**src/rtl/tht_pkg.sv**
```systemverilog
package tht_pkg;

    typedef enum logic [1:0] {
        ST_IDLE  = 2'd0,
        ST_COUNT = 2'd1,
        ST_RTC   = 2'd2
    } run_state_t;

    localparam int unsigned OFS_CFG     = 'h00;
    localparam int unsigned OFS_MODE_A  = 'h04;
    localparam int unsigned OFS_MODE_B  = 'h08;
    localparam int unsigned OFS_CTRL    = 'h0C;
    localparam int unsigned OFS_IMASK   = 'h10;
    localparam int unsigned OFS_RSTAT   = 'h14;
    localparam int unsigned OFS_MSTAT   = 'h18;
    localparam int unsigned OFS_ICLR    = 'h1C;
    localparam int unsigned OFS_LOAD_A  = 'h20;
    localparam int unsigned OFS_LOAD_B  = 'h24;
    localparam int unsigned OFS_MATCH_A = 'h28;
    localparam int unsigned OFS_MATCH_B = 'h2C;
    localparam int unsigned OFS_PRE_A   = 'h30;
    localparam int unsigned OFS_PRE_B   = 'h34;
    localparam int unsigned OFS_PMAT_A  = 'h38;
    localparam int unsigned OFS_PMAT_B  = 'h3C;
    localparam int unsigned OFS_COUNT   = 'h40;

    localparam int          STAT_W      = 7;
    localparam logic [6:0]  MASK_KEEP   = 7'h77;
    localparam int          ST_BIT_TMO  = 0;
    localparam int          ST_BIT_RTC  = 2;

    localparam int          CTRL_W      = 16;
    localparam int          CTL_A_RUN   = 0;
    localparam int          CTL_TRIG_EN = 5;

    localparam int          CFG_W       = 3;
    localparam logic [2:0]  CFG_JOINED  = 3'd0;
    localparam logic [2:0]  CFG_SECONDS = 3'd1;
    localparam logic [2:0]  CFG_SPLIT   = 3'd4;

endpackage

```
**src/rtl/tht_regs.sv**
```systemverilog
module tht_regs
    import tht_pkg::*;
#(
    parameter int  HALF_W = 16,
    parameter int  PRE_W  = 8,
    parameter int  ADDR_W = 7,
    localparam int DW     = 2 * HALF_W
) (
    input  logic              clk,
    input  logic              rst_n,
    input  logic              wr_en,
    input  logic [ADDR_W-1:0] addr,
    input  logic [DW-1:0]     wdata,
    output logic [DW-1:0]     rdata,
    input  logic [STAT_W-1:0] stat_raw,
    input  logic [DW-1:0]     cnt_val,
    input  logic [DW-1:0]     rtc_val,
    output logic [CFG_W-1:0]  cfg,
    output logic              one_shot,
    output logic              trig_en,
    output logic [DW-1:0]     load_val,
    output logic [DW-1:0]     match_val,
    output logic [STAT_W-1:0] mask,
    output logic              start_req,
    output logic              stop_req,
    output logic [STAT_W-1:0] clr_vec
);

    logic [CFG_W-1:0]  cfg_q;
    logic              mode_a_q;
    logic              mode_b_q;
    logic [CTRL_W-1:0] ctrl_q;
    logic [STAT_W-1:0] mask_q;
    logic [HALF_W-1:0] load_lo_q, load_hi_q, match_lo_q, match_hi_q;
    logic [PRE_W-1:0]  pre_a_q, pre_b_q, pmat_a_q, pmat_b_q;
    logic              joined;
    logic              a_toggle;

    function automatic logic at(input logic [ADDR_W-1:0] a, input int unsigned ofs);
        return a == ADDR_W'(ofs);
    endfunction

    assign joined = cfg_q < CFG_SPLIT;

    always_ff @(posedge clk or negedge rst_n) begin
        if (!rst_n) begin
            cfg_q      <= '0;
            mode_a_q   <= 1'b0;
            mode_b_q   <= 1'b0;
            ctrl_q     <= '0;
            mask_q     <= '0;
            load_lo_q  <= '0;
            load_hi_q  <= '0;
            match_lo_q <= '0;
            match_hi_q <= '0;
            pre_a_q    <= '0;
            pre_b_q    <= '0;
            pmat_a_q   <= '0;
            pmat_b_q   <= '0;
        end else if (wr_en) begin
            if (at(addr, OFS_CFG))    cfg_q    <= wdata[CFG_W-1:0];
            if (at(addr, OFS_MODE_A)) mode_a_q <= wdata[0];
            if (at(addr, OFS_MODE_B)) mode_b_q <= wdata[0];
            if (at(addr, OFS_CTRL))   ctrl_q   <= wdata[CTRL_W-1:0];
            if (at(addr, OFS_IMASK))  mask_q   <= wdata[STAT_W-1:0] & MASK_KEEP;
            if (at(addr, OFS_LOAD_A)) begin
                load_lo_q <= wdata[HALF_W-1:0];
                if (joined) load_hi_q <= wdata[DW-1:HALF_W];
            end
            if (at(addr, OFS_LOAD_B)) load_hi_q <= wdata[HALF_W-1:0];
            if (at(addr, OFS_MATCH_A)) begin
                match_lo_q <= wdata[HALF_W-1:0];
                if (joined) match_hi_q <= wdata[DW-1:HALF_W];
            end
            if (at(addr, OFS_MATCH_B)) match_hi_q <= wdata[HALF_W-1:0];
            if (at(addr, OFS_PRE_A))   pre_a_q    <= wdata[PRE_W-1:0];
            if (at(addr, OFS_PRE_B))   pre_b_q    <= wdata[PRE_W-1:0];
            if (at(addr, OFS_PMAT_A))  pmat_a_q   <= wdata[PRE_W-1:0];
            if (at(addr, OFS_PMAT_B))  pmat_b_q   <= wdata[PRE_W-1:0];
        end
    end

    // Edge of the A run bit, decoded from the write itself.
    assign a_toggle  = wr_en && at(addr, OFS_CTRL) && (wdata[CTL_A_RUN] != ctrl_q[CTL_A_RUN]);
    assign start_req = a_toggle && wdata[CTL_A_RUN];
    assign stop_req  = a_toggle && !wdata[CTL_A_RUN];
    assign clr_vec   = (wr_en && at(addr, OFS_ICLR)) ? wdata[STAT_W-1:0] : '0;

    assign cfg       = cfg_q;
    assign one_shot  = mode_a_q;
    assign trig_en   = ctrl_q[CTL_TRIG_EN];
    assign load_val  = {load_hi_q, load_lo_q};
    assign match_val = {match_hi_q, match_lo_q};
    assign mask      = mask_q;

    always_comb begin
        rdata = '0;
        case (addr)
            ADDR_W'(OFS_CFG):     rdata = DW'(cfg_q);
            ADDR_W'(OFS_MODE_A):  rdata = DW'(mode_a_q);
            ADDR_W'(OFS_MODE_B):  rdata = DW'(mode_b_q);
            ADDR_W'(OFS_CTRL):    rdata = DW'(ctrl_q);
            ADDR_W'(OFS_IMASK):   rdata = DW'(mask_q);
            ADDR_W'(OFS_RSTAT):   rdata = DW'(stat_raw);
            ADDR_W'(OFS_MSTAT):   rdata = DW'(stat_raw & mask_q);
            ADDR_W'(OFS_LOAD_A):  rdata = joined ? {load_hi_q, load_lo_q} : DW'(load_lo_q);
            ADDR_W'(OFS_LOAD_B):  rdata = DW'(load_hi_q);
            ADDR_W'(OFS_MATCH_A): rdata = joined ? {match_hi_q, match_lo_q} : DW'(match_lo_q);
            ADDR_W'(OFS_MATCH_B): rdata = DW'(match_hi_q);
            ADDR_W'(OFS_PRE_A):   rdata = DW'(pre_a_q);
            ADDR_W'(OFS_PRE_B):   rdata = DW'(pre_b_q);
            ADDR_W'(OFS_PMAT_A):  rdata = DW'(pmat_a_q);
            ADDR_W'(OFS_PMAT_B):  rdata = DW'(pmat_b_q);
            ADDR_W'(OFS_COUNT):   rdata = (cfg_q == CFG_SECONDS) ? rtc_val : cnt_val;
            default:              rdata = '0;
        endcase
    end

    AST_MASK_READ_KEEP: assert property (@(posedge clk) disable iff (!rst_n)
        (wr_en && at(addr, OFS_IMASK)) |=> ((mask_q & ~MASK_KEEP) == '0));

endmodule

```
**src/rtl/tht_core.sv**
```systemverilog
module tht_core
    import tht_pkg::*;
#(
    parameter int DW = 32
) (
    input  logic             clk,
    input  logic             rst_n,
    input  logic             start_req,
    input  logic             stop_req,
    input  logic [CFG_W-1:0] cfg,
    input  logic             one_shot,
    input  logic             trig_en,
    input  logic [DW-1:0]    load_val,
    input  logic [DW-1:0]    match_val,
    input  logic             cnt_tick,
    input  logic             sec_tick,
    output logic [DW-1:0]    cnt_val,
    output logic [DW-1:0]    rtc_val,
    output logic             tmo_evt,
    output logic             rtc_hit,
    output logic             trig_o
);

    run_state_t cur_q, nxt;
    logic [DW-1:0] cnt_q, rtc_q;
    logic          trig_q;
    logic          ctl_busy;

    assign ctl_busy = start_req || stop_req;

    // State register
    always_ff @(posedge clk or negedge rst_n) begin
        if (!rst_n) cur_q <= ST_IDLE;
        else        cur_q <= nxt;
    end

    // Next state
    always_comb begin
        nxt = cur_q;
        if (stop_req) begin
            nxt = ST_IDLE;                                   // STOP
        end else if (start_req) begin
            if (cfg == CFG_JOINED)       nxt = ST_COUNT;     // START_COUNT
            else if (cfg == CFG_SECONDS) nxt = ST_RTC;       // START_RTC
            else                         nxt = ST_IDLE;      // SPLIT_IGNORE
        end else begin
            unique case (cur_q)
                ST_COUNT: if (tmo_evt && one_shot) nxt = ST_IDLE; // ONESHOT_DONE
                ST_RTC:   nxt = ST_RTC;
                ST_IDLE:  nxt = ST_IDLE;
                default:  nxt = ST_IDLE;
            endcase
        end
    end

    // Output events
    always_comb begin
        tmo_evt = 1'b0;
        rtc_hit = 1'b0;
        unique case (cur_q)
            ST_COUNT: tmo_evt = !ctl_busy && cnt_tick && (cnt_q == DW'(1));
            ST_RTC:   rtc_hit = !ctl_busy && sec_tick && ((rtc_q + DW'(1)) == match_val);
            ST_IDLE:  ;
            default:  ;
        endcase
    end

    // Datapath
    always_ff @(posedge clk or negedge rst_n) begin
        if (!rst_n) begin
            cnt_q  <= '0;
            rtc_q  <= '0;
            trig_q <= 1'b0;
        end else begin
            trig_q <= tmo_evt && trig_en;
            if (start_req && cfg == CFG_JOINED) begin
                cnt_q <= load_val;
            end else if (cur_q == ST_COUNT && cnt_tick && !stop_req) begin
                if (cnt_q == DW'(1))  cnt_q <= one_shot ? '0 : load_val; // RELOAD
                else if (cnt_q != '0) cnt_q <= cnt_q - DW'(1);
            end
            if (start_req && cfg == CFG_SECONDS) begin
                rtc_q <= '0;
            end else if (cur_q == ST_RTC && sec_tick && !stop_req) begin
                rtc_q <= rtc_q + DW'(1);
            end
        end
    end

    assign cnt_val = cnt_q;
    assign rtc_val = rtc_q;
    assign trig_o  = trig_q;

    AST_STOP_IDLE: assert property (@(posedge clk) disable iff (!rst_n)
        stop_req |=> (cur_q == ST_IDLE));
    AST_NO_SPLIT_START: assert property (@(posedge clk) disable iff (!rst_n)
        (start_req && cfg >= CFG_SPLIT) |=> (cur_q == ST_IDLE));
    AST_ONESHOT_STOP: assert property (@(posedge clk) disable iff (!rst_n)
        (tmo_evt && one_shot) |=> (cur_q == ST_IDLE && cnt_q == '0));
    AST_COUNT_STEP: assert property (@(posedge clk) disable iff (!rst_n)
        (cur_q == ST_COUNT && !ctl_busy && cnt_tick && cnt_q > DW'(1))
        |=> (cnt_q == $past(cnt_q) - DW'(1)));
    AST_RTC_STEP: assert property (@(posedge clk) disable iff (!rst_n)
        (cur_q == ST_RTC && !ctl_busy && sec_tick) |=> (rtc_q == $past(rtc_q) + DW'(1)));

endmodule

```
**src/rtl/tht_irq.sv**
```systemverilog
module tht_irq
    import tht_pkg::*;
(
    input  logic              clk,
    input  logic              rst_n,
    input  logic [STAT_W-1:0] set_vec,
    input  logic [STAT_W-1:0] clr_vec,
    input  logic [STAT_W-1:0] mask,
    output logic [STAT_W-1:0] stat_raw,
    output logic              irq_o
);

    logic [STAT_W-1:0] stat_q;

    always_ff @(posedge clk or negedge rst_n) begin
        if (!rst_n) stat_q <= '0;
        else        stat_q <= (stat_q & ~clr_vec) | set_vec;
    end

    assign stat_raw = stat_q;
    assign irq_o    = |(stat_q & mask);

    AST_CLEAR_TAKES: assert property (@(posedge clk) disable iff (!rst_n)
        (clr_vec[ST_BIT_TMO] && !set_vec[ST_BIT_TMO]) |=> !stat_q[ST_BIT_TMO]);
    AST_SET_WINS: assert property (@(posedge clk) disable iff (!rst_n)
        set_vec[ST_BIT_TMO] |=> stat_q[ST_BIT_TMO]);

endmodule

```
**src/rtl/twin_half_timer.sv**
```systemverilog
module twin_half_timer
    import tht_pkg::*;
#(
    parameter int  HALF_W = 16,
    parameter int  PRE_W  = 8,
    parameter int  ADDR_W = 7,
    localparam int DW     = 2 * HALF_W
) (
    input  logic              clk,
    input  logic              rst_n,
    input  logic              bus_wr,
    input  logic [ADDR_W-1:0] bus_addr,
    input  logic [DW-1:0]     bus_wdata,
    output logic [DW-1:0]     bus_rdata,
    input  logic              cnt_tick,
    input  logic              sec_tick,
    output logic              irq_o,
    output logic              trig_o
);

    logic [CFG_W-1:0]  cfg;
    logic              one_shot, trig_en, start_req, stop_req;
    logic [DW-1:0]     load_val, match_val, cnt_val, rtc_val;
    logic [STAT_W-1:0] mask, clr_vec, set_vec, stat_raw;
    logic              tmo_evt, rtc_hit;

    tht_regs #(.HALF_W(HALF_W), .PRE_W(PRE_W), .ADDR_W(ADDR_W)) u_regs (
        .clk       (clk),
        .rst_n     (rst_n),
        .wr_en     (bus_wr),
        .addr      (bus_addr),
        .wdata     (bus_wdata),
        .rdata     (bus_rdata),
        .stat_raw  (stat_raw),
        .cnt_val   (cnt_val),
        .rtc_val   (rtc_val),
        .cfg       (cfg),
        .one_shot  (one_shot),
        .trig_en   (trig_en),
        .load_val  (load_val),
        .match_val (match_val),
        .mask      (mask),
        .start_req (start_req),
        .stop_req  (stop_req),
        .clr_vec   (clr_vec)
    );

    tht_core #(.DW(DW)) u_core (
        .clk       (clk),
        .rst_n     (rst_n),
        .start_req (start_req),
        .stop_req  (stop_req),
        .cfg       (cfg),
        .one_shot  (one_shot),
        .trig_en   (trig_en),
        .load_val  (load_val),
        .match_val (match_val),
        .cnt_tick  (cnt_tick),
        .sec_tick  (sec_tick),
        .cnt_val   (cnt_val),
        .rtc_val   (rtc_val),
        .tmo_evt   (tmo_evt),
        .rtc_hit   (rtc_hit),
        .trig_o    (trig_o)
    );

    always_comb begin
        set_vec             = '0;
        set_vec[ST_BIT_TMO] = tmo_evt;
        set_vec[ST_BIT_RTC] = rtc_hit;
    end

    tht_irq u_irq (
        .clk      (clk),
        .rst_n    (rst_n),
        .set_vec  (set_vec),
        .clr_vec  (clr_vec),
        .mask     (mask),
        .stat_raw (stat_raw),
        .irq_o    (irq_o)
    );

    AST_TRIG_WITH_STATUS: assert property (@(posedge clk) disable iff (!rst_n)
        trig_o |-> stat_raw[ST_BIT_TMO]);

endmodule

```
**config.mk**
```make
export PLATFORM = sky130hd
export DESIGN_NAME = twin_half_timer
export DESIGN_NICKNAME = d
export VERILOG_FILES = /design/src/rtl/tht_pkg.sv /design/src/rtl/tht_regs.sv /design/src/rtl/tht_core.sv /design/src/rtl/tht_irq.sv /design/src/rtl/twin_half_timer.sv
export SDC_FILE = /design/constraint.sdc
export NUM_CORES = 1
export LEC_CHECK = 0
export BUFFER_PORTS_ARGS = -buffer_cell sky130_fd_sc_hd__buf_2
export CORE_MARGIN = 3
export CORE_UTILIZATION = 43
export DETAILED_ROUTE_END_ITERATION = 16
export PLACE_DENSITY = 0.6
export SLEW_MARGIN = 25
export SYNTH_ARGS = -nofsm -noshare
export SYNTH_HDL_FRONTEND = slang
export SYNTH_SLANG_ARGS = --single-unit
```
**constraint.sdc**
```tcl
create_clock -name clk -period 3.9 [get_ports clk]
set_input_delay 0.195 -clock clk [delete_from_list [all_inputs] [get_ports clk]]
set_output_delay 0.195 -clock clk [all_outputs]
set_load 0.05 [all_outputs]
```
# After elaboration in Yosys (flattened, before gate mapping)
# Cells that the tools add are included.
# totals
register_bits	197
out_inout_bits	34
# classes
n_lt_le_gt_ge	1
reduce_logical	46
n_bitwise	5
n_addsub	2
eq_ne	23
n_mux	25
# ops
cell	n
32-bit case mux with 16 select lines	1
32-bit two-way mux	10
16-bit two-way mux	5
7-bit by 6-bit == test with 1-bit output, second input constant	8
32-bit by 1-bit adder with 32-bit output, second input constant	1
32-bit by 1-bit == test with 1-bit output, second input constant	1
32-bit == test	1
32-bit nonzero test	1
32-bit by 1-bit subtractor with 32-bit output, second input constant	1
7-bit by 5-bit == test with 1-bit output, second input constant	4
2-bit AND reduction	12
7-bit bitwise AND	3
1-bit logical AND	17
7-bit by 4-bit == test with 1-bit output, second input constant	2
2-bit nonzero test	6
2-bit two-way mux	5
7-bit by 3-bit == test with 1-bit output, second input constant	1
7-bit == test, second input constant	1
7-bit logical NOT	1
7-bit two-way mux	1
7-bit inverter	1
7-bit by 3-bit bitwise OR with 7-bit output	1
7-bit OR reduction	1
3-bit AND reduction	2
other kinds (12)	15

# Longest topological paths before layout
# Gate-level depths: netlist (run 1).
# logic_depth
word_depth	14
depth_mapped	10
mapped_depth_nobuf	9

# By module
# A second synthesis (run 1) with hierarchy kept.
# unflattened
cells_unflattened	1250
area_unflattened_um2	12393.1
# by_module_without_submodules
mod	area_each_um2	cells_each	n_inst	seq_area_each_um2
tht_regs	7145.6	632	1	3078.0
tht_core	4959.8	592	1	1676.6
tht_irq	284.0	25	1	175.2
twin_half_timer	3.8	1	1	0.0

# Least setup slack after synthesis (run 1)
# OpenSTA, ideal clock, no wires.
# synth_timing
path_kind	input port to output port
start	in bus_addr[1]
end	out bus_rdata[25]
setup_slack_ns	1.070
arrival_time_ns	2.635
path_buffers	3
cell_stages	7
cell_sequence	nor3_1 nand2b_1 clkbuf_1 or4b_1 clkbuf_1 clkbuf_1 o21ai_0
# synth_via
elab_chain_cells	2
# synth_rtl
item	line_no	rtl
from (decl)	twin_half_timer.sv:12	input logic [ADDR_W-1:0] bus_addr,
7-bit == test, or another cell as far along	tht_regs.sv:98	case (addr)
32-bit case mux with 16 select lines (*)	tht_regs.sv:98	
to (decl)	twin_half_timer.sv:14	output logic [DW-1:0] bus_rdata,
# Every way passes the cells marked *; elsewhere a longest branch is shown, timed or not.

# Worst setup path after layout (run 1)
# layout_timing
start	reg u_core.cnt_q[12] (netlist: u_core.cnt_val[12])
end	reg u_core.cnt_q[19] (netlist: u_core.cnt_val[19])
# layout_via
elab_chain_cells	5
# layout_rtl
item	line_no	rtl
from (decl)	tht_core.sv:25	logic [DW-1:0] cnt_q, rtc_q;
from (signal assigned)	tht_core.sv:77	cnt_q <= load_val;
from (signal assigned)	tht_core.sv:79	if (cnt_q == DW'(1)) cnt_q <= one_shot ? '0 : load_val;
from (signal assigned)	tht_core.sv:80	else if (cnt_q != '0) cnt_q <= cnt_q - DW'(1);
32-bit by 1-bit subtractor with 32-bit output	tht_core.sv:80	
32-bit two-way mux	tht_core.sv:80	
32-bit two-way mux	tht_core.sv:79	
32-bit two-way mux	tht_core.sv:78	end else if (cur_q == ST_COUNT && cnt_tick && !stop_req) begin
32-bit two-way mux	tht_core.sv:76	if (start_req && cfg == CFG_JOINED) begin
# Parallel ways exist; a longest one is shown, timed or not. The select of a mux whose other input is x is not followed.
# A chain may end at the register's enable or synchronous reset.

==> results.txt, run 1 <==
----------------------------------------------------
[CTS]
  CTS Buffer Depth ... 2
  Postcts setup bufs ... 0
  CTS tree ... built
  Root Buffer ... sky130_fd_sc_hd__clkbuf_16
  Sink Count ... 197
  Clock slew at the register clock pins of the worst setup and hold paths ... 0.08 ns
  TritonCTS buffer count ... 17
  Depth of the CTS H-tree ... 4
  Skew-Pair Late Insertion Delay ... 0.45 ns

[Final layout]
  # diodes ... 0
  Syn-to-layout area delta ... 11.6%
  Layout Utilization ... 0.490
  Register Area ... 0.00493 mm²
  Fill count ... 2506
  Fraction of final layout cells sized beyond drive strength 1 ... 0.177
  Area used by multi-input combinational logic ... 0.00615 mm²
  Number of nets in the finished design ... 1359

[Logic synthesis]
  Count of cell types in the netlist ... 61
  Total of warnings raised by yosys ... 0
  Post-synthesis sequential area ratio ... 0.430
  Synth Net Count ... 1323
  Most frequent cells after synthesis ... sky130_fd_sc_hd__dfrtp_1, sky130_fd_sc_hd__nand2_1, sky130_fd_sc_hd__o21ai_0, sky130_fd_sc_hd__a21oi_1, sky130_fd_sc_hd__nor2_1
  Count of flip-flops with a built-in enable after synthesis ... 0
  Total of flip-flops plus latches after synthesis ... 197
  Async set-reset flop share out of synthesis ... 1.00
  Portion of synthesized cell area occupied by the leading cell type ... 0.430
  Dominant cells by area after synthesis ... sky130_fd_sc_hd__dfrtp_1, sky130_fd_sc_hd__mux2_2, sky130_fd_sc_hd__nand2_1
  Cell area after technology mapping ... 0.0115 mm²
  Gate count of the mapped netlist ... 1275
  Cell taking the most area after synthesis ... sky130_fd_sc_hd__dfrtp_1
  Top FF cell, synth ... sky130_fd_sc_hd__dfrtp_1
  Mean post-synth cell area ... 8.99 µm²
  Most common cell in the synthesized netlist ... sky130_fd_sc_hd__dfrtp_1

[Critical path]
  Crit. Startpoint ... u_core.cnt_val[12]
  Worst setup path category ... reg2reg
  Type of element capturing the critical path ... flip-flop
  Reg-to-reg endpoint ... u_core.cnt_val[19]
  Library cell contributing the largest single delay on the critical path ... sky130_fd_sc_hd__nor4bb_1
  Kind of start point of the critical path ... flip-flop
  Top fanout value on the critical path ... 34
  Delay contributed by the slowest stage of the critical path ... 0.76 ns
  Dominant cell type by count on the critical path ... sky130_fd_sc_hd__o21ai_0
  Arrival time worst endpoint ... 3.96 ns
  Capturing element of the worst setup path ... u_core.cnt_val[19]
  Startpoint of the lowest-slack register-to-register path ... u_core.cnt_val[12]
  Critical path required time ... 4.26 ns
  R2R setup slack ... 0.29 ns
  Cell chain of the critical path ... or4_1 > nor4_1 > nor4bb_1 > o31a_2 > buf_4 > o21ai_0 > o21ai_0
  Worst r2r path cells ... 7

[Die]
  Die height ... 169 µm
  Die ar. ... 0.0287 mm²
  Core area ... 0.0261 mm²
  Initial Utilization ... 0.439
  Horizontal die dimension ... 169 µm
  Top-level I/O count ... 78
  Cell row count ... 59

[Detailed routing]
  Detail-routed via count per cell ... 6.32
  Routed WL ... 39.8 mm
  Number of vias in the routed layout ... 10500
  Remaining antenna violation count after routing ... 0
  Remaining design rule violation count ... 0
  Pre-Repair DR Iteration Count ... 5
  Wire length per cell after detailed routing ... 24.0 µm
  Iter 0 DRT Violations ... 1281

[Power]
  Internal power ... 3.62 mW
  Relative contribution of sequential cells to total power ... 0.442
  Part of the power in the clock network ... 0.309
  Static power due to leakage ... 5.58 nW
  Switching power summed over all nets ... 2.12 mW
  Worst IR drop on VDD ... 0.285 mV
  Power density relative to cell area ... 449 mW/mm²
  Fraction of power consumed by combinational cells ... 0.249
  Switching fraction of total power ... 0.370

[Job]
  Count of maximum capacitance violations ... 0

[Timing]
  Fraction of the cycle the final worst path needs ... 0.925
  RSZ-0062 raised after global routing ... false
  Least-Margin Pin Slew ... 0.953 ns
  Setup_tns ... 0 ns
  Remaining max-slew budget at the tightest pin ... 0.362
  Number of failing setup endpoints in the final timing report ... 0
  Clock Skew ... 0.0169 ns
  Min Clock Period, post-route ... 3.61 ns
  Final hold viol count ... 0
  Number of pins with negative max-slew slack in the final report ... 0
  Max Clock Freq ... 0.277 GHz

[Outcome]
  Run status ... finished clean

[GRT]
  Number of antenna violations at the first check in global routing ... 0
  Wire length of the first global-routing pass ... 61.2 mm
  GR Overflow Total ... 0
  GRT Total Usage ... 0.278
  Pin count of the biggest net entering global routing ... 102
  Vias in the first global route ... 9930

[Placement]
  Routability cong. ... 0.959
  Sum of net half-perimeters after detailed placement ... 28.8 mm
  Count of buffers from port buffering ... 77

[Min path]
  Hold Crit Depth ... 3
  Worst Hold Class ... in2reg

----------------------------------------------------
-- cell usage in the layout, fill, tap and decap left out, types with 4 or more instances in the layout --
cell,Yosys,layout
sky130_fd_sc_hd__a32oi_1,13,13
sky130_fd_sc_hd__a221o_1,15,15
sky130_fd_sc_hd__o31ai_1,21,21
sky130_fd_sc_hd__nand4_1,21,21
sky130_fd_sc_hd__a222oi_1,5,5
sky130_fd_sc_hd__and3_1,7,7
sky130_fd_sc_hd__a21boi_0,6,6
sky130_fd_sc_hd__ha_1,4,4
sky130_fd_sc_hd__xor2_1,15,15
sky130_fd_sc_hd__o21ai_1,5,4
sky130_fd_sc_hd__inv_1,10,10
sky130_fd_sc_hd__xnor2_1,30,30
sky130_fd_sc_hd__clkbuf_16,0,17
sky130_fd_sc_hd__o21ai_0,126,124
sky130_fd_sc_hd__nor2b_1,5,5
sky130_fd_sc_hd__nor3_1,28,27
sky130_fd_sc_hd__mux2_2,75,75
sky130_fd_sc_hd__clkinv_8,0,4
sky130_fd_sc_hd__buf_2,20,76
sky130_fd_sc_hd__nand3b_1,5,5
sky130_fd_sc_hd__nand2b_1,5,5
sky130_fd_sc_hd__or3_1,6,6
sky130_fd_sc_hd__or4_1,4,4
sky130_fd_sc_hd__a22o_1,8,8
sky130_fd_sc_hd__nor4_1,17,17
sky130_fd_sc_hd__buf_4,0,32
sky130_fd_sc_hd__a22oi_1,41,41
sky130_fd_sc_hd__nand3_1,38,38
sky130_fd_sc_hd__a221oi_1,13,13
sky130_fd_sc_hd__o41ai_1,7,7
sky130_fd_sc_hd__a21o_1,14,14
sky130_fd_sc_hd__mux2i_1,36,36
sky130_fd_sc_hd__nor2_1,83,81
sky130_fd_sc_hd__dfrtp_1,197,197
sky130_fd_sc_hd__and4_1,5,5
sky130_fd_sc_hd__a21oi_1,87,86
sky130_fd_sc_hd__nand2_1,189,189
sky130_fd_sc_hd__and2_1,10,10
-- worst min path at each step --
stage                   from  slack, ns                end
3_3_place_gp           rst_n       0.38  u_regs.ctrl_q[10]
6_report        bus_wdata[9]       0.03   u_regs.ctrl_q[9]
5_1_grt        bus_wdata[15]       0.04  u_regs.ctrl_q[15]
2_1_floorplan          rst_n      -0.10  u_core.cnt_val[0]
3_5_place_dp           rst_n       0.38  u_regs.ctrl_q[10]
4_1_cts         bus_wdata[9]       0.02   u_regs.ctrl_q[9]
-- critical path: cells and delay by family (launching register included) --
family | cells | cell delay [ns]
simple gates | 3 | 1.84
compound gates | 3 | 0.87
flops | 1 | 0.48
buf+inv | 1 | 0.32
-- cell families after synthesis --
family,count (synthesis),synth area share
and+or+nand+nor,436,0.179
AOI/OAI and AO/OA,377,0.209
DFF,197,0.430
muxes,111,0.105
buffers and inverters,104,0.0366
xor gates and xnor gates,46,0.0363
adders and majority gates,4,0.00436
-- per-stage QoR --
| step | setup slack [ns] | power [mW] | instances | area, µm² | hold slack (ns) |
|---|---|---|---|---|---|
| after CTS | 0.359 | 5.73 | 1659 | 12800 | 0.0161 |
| after global placement | 0.354 | 3.95 | 1626 | 12200 | 0.385 |
| final | 0.294 | 5.74 | 1659 | 12800 | 0.0350 |
| after floorplan | 1.07 | 3.41 | 1275 | 11500 | -0.101 |
| after global routing | 0.153 | 6.01 | 1659 | 12800 | 0.0386 |
| after detailed placement | 0.383 | 3.96 | 1626 | 12200 | 0.376 |
-- cell type report --
class,instances,area share
Multi-Input combinational cell,974,0.481
Tap cell,335,0.0328
Sequential cell,197,0.385
Clock inverter,15,0.0127
Inverter,10,0.00293
Timing Repair Buffer,111,0.0519
Clock buffer,17,0.0333
-- what timing repair did --
| action | in CTS | in global routing |
|---|---|---|
| resized for setup | 0 | 0 |
| hold buffers | 1 | 0 |
| hold endpoints to repair | 99 | 0 |
-- power groups by stage --
stage	Combinational (mW)	Clock, mW	Sequential, mW
after floorplan	0.981	0	2.43
after global routing	1.57	1.88	2.56
after CTS	1.40	1.80	2.53
after global placement	1.39	0	2.56
after detailed placement	1.39	0	2.57
final	1.43	1.77	2.54
-- layer usage --
layer / share of wire / GRT usage / routed length (µm) / up-vias
met5: 0 / 0 / 0 / -
met4: 0.036 / 0.106 / 1440 / 0
met3: 0.068 / 0.0485 / 2690 / 92
met2: 0.46 / 0.435 / 18400 / 489
met1: 0.43 / 0.388 / 17300 / 5155
li1: - / - / - / 4756
-- registers in the layout (all words and copies together) (netlist names) --
| register | flops |
|---|---|
| u_regs.pmat_b_q | 8 |
| u_core.trig_o | 1 |
| u_regs.cfg | 3 |
| u_regs.ctrl_q | 16 |
| u_regs.pmat_a_q | 8 |
| u_regs.one_shot | 1 |
| u_regs.mask | 6 |
| u_regs.match_lo_q | 16 |
| u_regs.pre_b_q | 8 |
| u_core.rtc_val | 32 |
| u_core.cur_q | 2 |
| u_core.cnt_val | 32 |
| u_regs.load_lo_q | 16 |
| u_regs.mode_b_q | 1 |
| u_regs.pre_a_q | 8 |
| u_regs.match_hi_q | 16 |
| u_regs.load_hi_q | 16 |
| u_irq.stat_raw | 7 |
No activity file was read; power rests on OpenSTA's default activity.
==> run 2: changes to the inputs <==
--- a/config.mk
+++ b/config.mk
@@ -9,7 +9,8 @@
 export CORE_MARGIN = 3
 export CORE_UTILIZATION = 43
 export DETAILED_ROUTE_END_ITERATION = 16
-export PLACE_DENSITY = 0.6
+export PLACE_DENSITY = 0.62
+export REMOVE_ABC_BUFFERS = 1
 export SLEW_MARGIN = 25
 export SYNTH_ARGS = -nofsm -noshare
 export SYNTH_HDL_FRONTEND = slang
==> run 2 against run 1 <==
  * Combinational power fell by 3%
  * Setup slack improved by 0.43 ns
  * Final area rose by 0.38%
  * Via count rose by 0.57%
  * Clock power rose by 7%
  * Wire length barely moved
  * Global-route usage barely moved
  * Die area did not move
  * Fmax rose by 13%
  * Sequential share of layout area fell by 0.15 points
  * Critical path type unchanged
  * Largest cell class unchanged
==> results.txt, run 2 (same netlist as run 1, synthesis figures left out) <==
----------------------------------------------------
[Power]
  Switching power summed over all nets ... 2.17 mW (was 2.12 mW)
  Fraction of power consumed by combinational cells ... 0.240 (was 0.249)
  Internal power ... 3.65 mW (was 3.62 mW)
  Relative contribution of sequential cells to total power ... 0.436 (was 0.442)
  Switching fraction of total power ... 0.373 (was 0.370)
  Static power due to leakage ... 5.60 nW (was 5.58 nW)
  Power density relative to cell area ... 453 mW/mm² (was 449 mW/mm²)
  Worst IR drop on VDD ... 0.323 mV (was 0.285 mV)
  Part of the power in the clock network ... 0.324 (was 0.309)

[Placement]
  Total placed cells including tap cells ... 1625 (was 1626)
  Count of buffers from port buffering ... 77 (unchanged)
  Sum of net half-perimeters after detailed placement ... 27.8 mm (was 28.8 mm)
  Routability cong. ... 0.931 (was 0.959)

[CTS]
  Skew-Pair Late Insertion Delay ... 0.45 ns (about the same)
  Depth of the CTS H-tree ... 4 (unchanged)
  Clock slew at the register clock pins of the worst setup and hold paths ... 0.08 ns (about the same)
  Root Buffer ... sky130_fd_sc_hd__clkbuf_16 (unchanged)
  CTS Buffer Depth ... 2 (unchanged)
  TritonCTS buffer count ... 17 (unchanged)
  Postcts setup bufs ... 0 (unchanged)
  Sink Count ... 197 (unchanged)
  CTS tree ... built (unchanged)

[Final layout]
  Fraction of final layout cells sized beyond drive strength 1 ... 0.176 (was 0.177)
  Most frequent standard cell in the layout excluding fill and tap cells ... sky130_fd_sc_hd__dfrtp_1 (unchanged)
  Area used by multi-input combinational logic ... 0.00615 mm² (unchanged)
  Most used cells in the layout excluding fill and tap cells ... sky130_fd_sc_hd__dfrtp_1, sky130_fd_sc_hd__nand2_1, sky130_fd_sc_hd__o21ai_0, sky130_fd_sc_hd__a21oi_1, sky130_fd_sc_hd__nor2_1 (unchanged)
  Fill count ... 2555 (was 2506)
  Syn-to-layout area delta ... 12.0% (was 11.6%)
  Number of nets in the finished design ... 1358 (was 1359)
  # diodes ... 0 (unchanged)
  Number of non-filler instances in the completed layout ... 1658 (was 1659)
  Register Area ... 0.00493 mm² (unchanged)

[Min path]
  Worst Hold Class ... in2reg (unchanged)

[Timing]
  Smallest hold slack ... 0.0221 ns (was 0.0350 ns)
  Min Clock Period, post-route ... 3.18 ns (was 3.61 ns)
  RSZ-0062 raised after global routing ... false (unchanged)
  Fraction of the cycle the final worst path needs ... 0.815 (was 0.925)
  Remaining max-slew budget at the tightest pin ... 0.353 (was 0.362)
  Number of pins with negative max-slew slack in the final report ... 0 (unchanged)
  Max Clock Freq ... 0.315 GHz (was 0.277 GHz)
  Least-Margin Pin Slew ... 0.968 ns (was 0.953 ns)
  Setup_tns ... 0 ns (unchanged)
  Clock Skew ... 0.0176 ns (was 0.0169 ns)
  Number of failing setup endpoints in the final timing report ... 0 (unchanged)
  Final hold viol count ... 0 (unchanged)

[Detailed routing]
  Remaining antenna violation count after routing ... 0 (unchanged)
  Iter 0 DRT Violations ... 1224 (was 1281)
  Routed WL ... 39.8 mm (about the same)
  Detail-routed via count per cell ... 6.36 (was 6.32)
  Remaining design rule violation count ... 0 (unchanged)
  Number of vias in the routed layout ... 10600 (was 10500)
  Pre-Repair DR Iteration Count ... 6 (was 5)
  Wire length per cell after detailed routing ... 24.0 µm (about the same)

[Critical path]
  Type of element capturing the critical path ... flip-flop (unchanged)
  Top fanout value on the critical path ... 32 (was 34)
  Arrival time worst endpoint ... 3.49 ns (was 3.96 ns)
  Kind of start point of the critical path ... flip-flop (unchanged)
  Critical path required time ... 4.21 ns (was 4.26 ns)
  Worst setup path category ... reg2reg (unchanged)

[Die]
  Top-level I/O count ... 78 (unchanged)
  Horizontal die dimension ... 169 µm (unchanged)
  Die ar. ... 0.0287 mm² (unchanged)
  Initial Utilization ... 0.439 (unchanged)
  Cell row count ... 59 (unchanged)
  Die height ... 169 µm (unchanged)
  Core area ... 0.0261 mm² (unchanged)

[GRT]
  Met2 track demand over resource ... 0.440 (was 0.435)
  GR Overflow Total ... 0 (unchanged)
  Vias in the first global route ... 10200 (was 9930)
  Number of antenna violations at the first check in global routing ... 1 (was 0)
  Layer with the highest usage after global routing ... met2 (unchanged)
  Wire length of the first global-routing pass ... 61.6 mm (was 61.2 mm)
  GRT Total Usage ... 0.278 (about the same)
  Pin count of the biggest net entering global routing ... 108 (was 102)
  Met3 track utilization from global routing ... 0.0417 (was 0.0485)
  Met1 layer usage reported by global route ... 0.383 (was 0.388)

[Job]
  Count of maximum capacitance violations ... 0 (unchanged)

[Outcome]
  Run status ... finished clean (unchanged)

----------------------------------------------------
## run 2: metal layers
layer,up-vias,wire (µm)
met5,-,0
met4,0,1780
met3,100,2930
met2,522,18100
met1,5172,17000
li1,4758,-
## run 2: final cells by class
class                           instances  area share
Timing Repair Buffer                  110      0.0521
Tap cell                              335      0.0326
Clock inverter                         15      0.0161
Clock buffer                           17      0.0331
Sequential cell                       197       0.384
Multi-Input combinational cell        974       0.479
Inverter                               10     0.00292
## run 2: worst paths after layout
| kind | slack, ns | startpoint | endpoint | cells past startpoint |
|---|---|---|---|---|
| max in group asynchronous | 2.53 | rst_n | u_regs.pmat_a_q[0] | 3 |
| setup / recovery | 0.72 | u_core.cnt_val[27] | u_core.cnt_val[31] | 8 |
| hold reg to reg | 0.49 | u_regs.ctrl_q[8] | u_regs.ctrl_q[8] | 2 |
| hold / removal | 0.02 | bus_wdata[10] | u_regs.ctrl_q[10] | 3 |
| setup reg to reg | 0.72 | u_core.cnt_val[27] | u_core.cnt_val[31] | 8 |
| min in group asynchronous | 0.43 | rst_n | u_regs.match_lo_q[10] | 2 |
## run 2: metrics by stage
stage	worst slack (ns)	cell area, µm²	total power [mW]	util
final	0.723	12800	5.82	0.491
after floorplan	-0.0655	11100	3.36	-
after global routing	0.491	12800	6.08	0.491
after CTS	0.840	12800	5.80	0.491
after detailed placement	0.860	12200	3.92	0.467
after global placement	0.863	12200	3.90	0.467
## run 2: power by group through the flow
stage / logic, mW / registers (mW) / clock network (mW)
after floorplan: 0.919 / 2.44 / 0
after global placement: 1.35 / 2.56 / 0
after detailed placement: 1.36 / 2.56 / 0
after CTS: 1.37 / 2.52 / 1.90
after global routing: 1.55 / 2.56 / 1.98
final: 1.39 / 2.54 / 1.89
## run 2: critical path: stages (launching register included)
cell and delay (ns):
sky130_fd_sc_hd__dfrtp_1 0.43, sky130_fd_sc_hd__or4_1 0.60, sky130_fd_sc_hd__nor4_1 0.57, sky130_fd_sc_hd__nand4_1 0.37, sky130_fd_sc_hd__nand2_1 0.43, sky130_fd_sc_hd__buf_12 0.25, sky130_fd_sc_hd__nor3_1 0.11, sky130_fd_sc_hd__a22oi_1 0.17
sky130_fd_sc_hd__o21ai_0 0.11
## run 2: timing repair
| item | CTS | global route |
|---|---|---|
| hold endpoints to repair | 105 | 0 |
| gates resized for setup | 0 | 0 |
| hold buffers | 1 | 0 |
==> run 3: changes to the inputs <==
--- a/config.mk
+++ b/config.mk
@@ -5,11 +5,12 @@
 export SDC_FILE = /design/constraint.sdc
 export NUM_CORES = 1
 export LEC_CHECK = 0
+export ABC_AREA = 1
 export BUFFER_PORTS_ARGS = -buffer_cell sky130_fd_sc_hd__buf_2
 export CORE_MARGIN = 3
 export CORE_UTILIZATION = 43
 export DETAILED_ROUTE_END_ITERATION = 16
-export PLACE_DENSITY = 0.62
+export PLACE_DENSITY = 0.64
 export REMOVE_ABC_BUFFERS = 1
 export SLEW_MARGIN = 25
 export SYNTH_ARGS = -nofsm -noshare
==> constraint.sdc (replaced) <==
create_clock -name clk -period 2.6 [get_ports clk]
set_input_delay 0.13 -clock clk [delete_from_list [all_inputs] [get_ports clk]]
set_output_delay 0.13 -clock clk [all_outputs]
set_load 0.05 [all_outputs]
==> run 3 against run 2 <==
  * Clock-buffer cell count increased by 1
  * Wire length increased by 17%
  * Via count increased by 19%
  * Cell count rose by 32%
  * Sequential share of layout area fell by 3.3 points
  * Sequential power grew 41%
  * First-iteration DRC count increased by 32%
  * Clock skew is 0.0039 ns lower
==> results.txt, run 3 <==
----------------------------------------------------
[Critical path]
  Type of element capturing the critical path ... output pin (was flip-flop)
  Critical path required time ... 2.47 ns (was 4.21 ns)
  R2R setup slack ... 0.17 ns (was 0.72 ns)
  Top fanout value on the critical path ... 15 (was 32)
  Worst r2r path cells ... 13 (was 8)
  Worst setup path category ... reg2out (was reg2reg)
  Kind of start point of the critical path ... flip-flop (unchanged)
  Arrival time worst endpoint ... 2.47 ns (was 3.49 ns)
  Startpoint of the lowest-slack register-to-register path ... u_core.rtc_val[0] (was u_core.cnt_val[27])
  Capturing element of the worst setup path ... bus_rdata[5] (was u_core.cnt_val[31])
  Crit. Startpoint ... u_regs.cfg[2] (was u_core.cnt_val[27])
  Reg-to-reg endpoint ... u_irq.stat_raw[2] (was u_core.cnt_val[31])

[Timing]
  Clock Skew ... 0.0137 ns (was 0.0176 ns)
  Number of pins with negative max-slew slack in the final report ... 0 (unchanged)
  Final hold viol count ... 0 (unchanged)
  Least-Margin Pin Slew ... 0.783 ns (was 0.968 ns)
  RSZ-0062 raised after global routing ... true (was false)
  Max Clock Freq ... 0.385 GHz
  Number of failing setup endpoints in the final timing report ... 0 (unchanged)
  Fraction of the cycle the final worst path needs ... 0.998
  Min Clock Period, post-route ... 2.60 ns
  Remaining max-slew budget at the tightest pin ... 0.478 (was 0.353)
  Post-route worst setup slack ... 0.00393 ns (was 0.723 ns)

[Logic synthesis]
  Most common cell in the synthesized netlist ... sky130_fd_sc_hd__nand2_1 (was sky130_fd_sc_hd__dfrtp_1)
  Total of flip-flops plus latches after synthesis ... 197 (unchanged)
  Mean post-synth cell area ... 7.11 µm² (was 8.99 µm²)
  Gate count of the mapped netlist ... 1685 (was 1275)
  Portion of synthesized cell area occupied by the leading cell type ... 0.411 (was 0.430)
  Post-synthesis sequential area ratio ... 0.411 (was 0.430)
  Dominant cells by area after synthesis ... sky130_fd_sc_hd__dfrtp_1, sky130_fd_sc_hd__nand2_1, sky130_fd_sc_hd__o21ai_0 (was sky130_fd_sc_hd__dfrtp_1, sky130_fd_sc_hd__mux2_2, sky130_fd_sc_hd__nand2_1)
  Count of cell types in the netlist ... 48 (was 61)
  Async set-reset flop share out of synthesis ... 1.00 (unchanged)
  Count of flip-flops with a built-in enable after synthesis ... 0 (unchanged)
  Top FF cell, synth ... sky130_fd_sc_hd__dfrtp_1 (unchanged)
  Cell area after technology mapping ... 0.0120 mm² (was 0.0115 mm²)
  Cell taking the most area after synthesis ... sky130_fd_sc_hd__dfrtp_1 (unchanged)
  Most frequent cells after synthesis ... sky130_fd_sc_hd__nand2_1, sky130_fd_sc_hd__dfrtp_1, sky130_fd_sc_hd__inv_1, sky130_fd_sc_hd__o21ai_0, sky130_fd_sc_hd__nor2_1 (was sky130_fd_sc_hd__dfrtp_1, sky130_fd_sc_hd__nand2_1, sky130_fd_sc_hd__o21ai_0, sky130_fd_sc_hd__a21oi_1, sky130_fd_sc_hd__nor2_1)
  Total of warnings raised by yosys ... 0 (unchanged)

[Placement]
  Routability cong. ... 0.983 (was 0.931)
  Minimum setup slack after placement ... -0.0334 ns (was 0.860 ns)
  Count of buffers from port buffering ... 77 (unchanged)
  Sum of net half-perimeters after detailed placement ... 34.7 mm (was 27.8 mm)
  Total placed cells including tap cells ... 2124 (was 1625)

[Power]
  Worst IR drop on VDD ... 0.446 mV (was 0.323 mV)
  Power density relative to cell area ... 570 mW/mm² (was 453 mW/mm²)
  Static power due to leakage ... 6.83 nW (was 5.60 nW)

[GRT]
  Wire length of the first global-routing pass ... 70.3 mm (was 61.6 mm)
  GRT Total Usage ... 0.304 (was 0.278)
  Pin count of the biggest net entering global routing ... 84 (was 108)
  Vias in the first global route ... 11700 (was 10200)
  Number of antenna violations at the first check in global routing ... 0 (was 1)
  GR Overflow Total ... 0 (unchanged)

[CTS]
  Sink Count ... 197 (unchanged)
  Clock slew at the register clock pins of the worst setup and hold paths ... 0.08 ns (about the same)
  Depth of the CTS H-tree ... 4 (unchanged)
  CTS Buffer Depth ... 2 (unchanged)
  CTS tree ... built (unchanged)
  TritonCTS buffer count ... 17 (unchanged)
  Skew-Pair Late Insertion Delay ... 0.45 ns (about the same)
  Root Buffer ... sky130_fd_sc_hd__clkbuf_16 (unchanged)

[Final layout]
  Number of non-filler instances in the completed layout ... 2187 (was 1658)
  Number of nets in the finished design ... 1850 (was 1358)
  Most used cells in the layout excluding fill and tap cells ... sky130_fd_sc_hd__nand2_1, sky130_fd_sc_hd__inv_1, sky130_fd_sc_hd__dfrtp_1, sky130_fd_sc_hd__o21ai_0, sky130_fd_sc_hd__nor2_1 (was sky130_fd_sc_hd__dfrtp_1, sky130_fd_sc_hd__nand2_1, sky130_fd_sc_hd__o21ai_0, sky130_fd_sc_hd__a21oi_1, sky130_fd_sc_hd__nor2_1)
  Most frequent standard cell in the layout excluding fill and tap cells ... sky130_fd_sc_hd__nand2_1 (was sky130_fd_sc_hd__dfrtp_1)
  Fraction of final layout cells sized beyond drive strength 1 ... 0.125 (was 0.176)
  Syn-to-layout area delta ... 17.3% (was 12.0%)
  # diodes ... 0 (unchanged)

[Detailed routing]
  Wire length per cell after detailed routing ... 21.2 µm (was 24.0 µm)
  Routed WL ... 46.4 mm (was 39.8 mm)
  Detail-routed via count per cell ... 5.74 (was 6.36)
  Number of vias in the routed layout ... 12600 (was 10600)
  Iter 0 DRT Violations ... 1610 (was 1224)
  Pre-Repair DR Iteration Count ... 6 (unchanged)
  Remaining antenna violation count after routing ... 0 (unchanged)
  Remaining design rule violation count ... 0 (unchanged)

[Die]
  Die height ... 173 µm (was 169 µm)
  Cell row count ... 60 (was 59)
  Top-level I/O count ... 78 (unchanged)
  Die ar. ... 0.0299 mm² (was 0.0287 mm²)
  Core area ... 0.0272 mm² (was 0.0261 mm²)
  Initial Utilization ... 0.441 (was 0.439)
  Horizontal die dimension ... 173 µm (was 169 µm)

[Min path]
  Worst Hold Class ... in2reg (unchanged)
  Start point of the worst hold path ... bus_wdata[31] (was bus_wdata[10])

[Job]
  Count of maximum capacitance violations ... 0 (unchanged)

[Outcome]
  Run status ... finished clean (unchanged)

----------------------------------------------------
run 3: changes by cell type in the layout (fill, tap and decap cells not counted), moves of 40 or more:
cell,previous run,this run
sky130_fd_sc_hd__a21oi_1,86,22
sky130_fd_sc_hd__a22oi_1,41,1
sky130_fd_sc_hd__inv_1,10,197
sky130_fd_sc_hd__mux2_2,75,0
sky130_fd_sc_hd__nand2_1,189,493
sky130_fd_sc_hd__nand3_1,38,109
sky130_fd_sc_hd__nor2_1,81,139
sky130_fd_sc_hd__o211ai_1,3,49
sky130_fd_sc_hd__o21ai_0,124,187
sky130_fd_sc_hd__o22ai_1,0,46
run 3: stage by stage:
step	TNS (ns)	area [µm²]	utilization	hold slack, ns	power, mW
2_1_floorplan	-40.23	11700	-	-0.166	4.38
3_3_place_gp	-0.0184	13000	0.479	0.249	5.00
3_5_place_dp	-0.0334	13000	0.479	0.252	5.02
4_1_cts	-0.0353	14000	0.515	0.00147	7.98
5_1_grt	-0.0674	14100	0.517	0.0223	8.31
6_report	0	14100	0.517	0.0168	8.01
run 3: repair_timing:
item	in CTS	in global routing
resized for setup	10	13
setup endpoints to repair	22	14
buffers inserted	1	1
gates cloned	1	0
hold buffers	28	0
endpoints found under the hold margin	115	0
pin swaps	4	4
run 3: cell type report:
cell class	instances	area [µm²]
Clock buffer	18	439
Clock inverter	14	201
Fill cell	2737	13100
Inverter	214	803
Multi-Input combinational cell	1218	6090
Sequential cell	197	4930
Tap cell	372	465
Timing Repair Buffer	154	1120
run 3: per-layer routing:
layer | share of wire | vias up | track usage
met5 | 0 | - | 0
met4 | 0.050 | 0 | 0.143
met3 | 0.082 | 107 | 0.0404
met2 | 0.44 | 617 | 0.469
met1 | 0.42 | 6006 | 0.425
li1 | - | 5833 | -
run 3: worst min path at each step:
stage | end | cells past startpoint
after CTS | u_regs.load_hi_q[15] | 3
final | u_regs.load_hi_q[15] | 3
after detailed placement | u_regs.match_hi_q[15] | 1
after floorplan | u_core.cnt_val[0] | 0
after global routing | u_regs.load_hi_q[7] | 3
after global placement | u_regs.match_hi_q[15] | 1
run 3: cell families after synthesis:
kind of cell | share of synthesized area
compound gates | 0.195
xor+xnor | 0.0184
fa+ha+maj | 0.00418
buf+inv | 0.0890
flops | 0.411
simple gates | 0.282
run 3: worst max-delay path: stages (launching register included):
cell and delay, ns:
sky130_fd_sc_hd__dfrtp_2 0.44, sky130_fd_sc_hd__nor2_4 0.18, sky130_fd_sc_hd__nand2_8 0.13, sky130_fd_sc_hd__nand2_1 0.17, sky130_fd_sc_hd__o21ai_0 0.19, sky130_fd_sc_hd__nand2_1 0.14, sky130_fd_sc_hd__o2111ai_1 0.14, sky130_fd_sc_hd__nor3_2 0.24
sky130_fd_sc_hd__o211ai_1 0.16, sky130_fd_sc_hd__buf_2 0.24
run 3: report_power, final:
part	leakage [nW]	internal, mW	switching (mW)
Clock	0.311	1.52	1.42
Combinational	4.23	0.429	1.06
Sequential	2.29	3.35	0.232
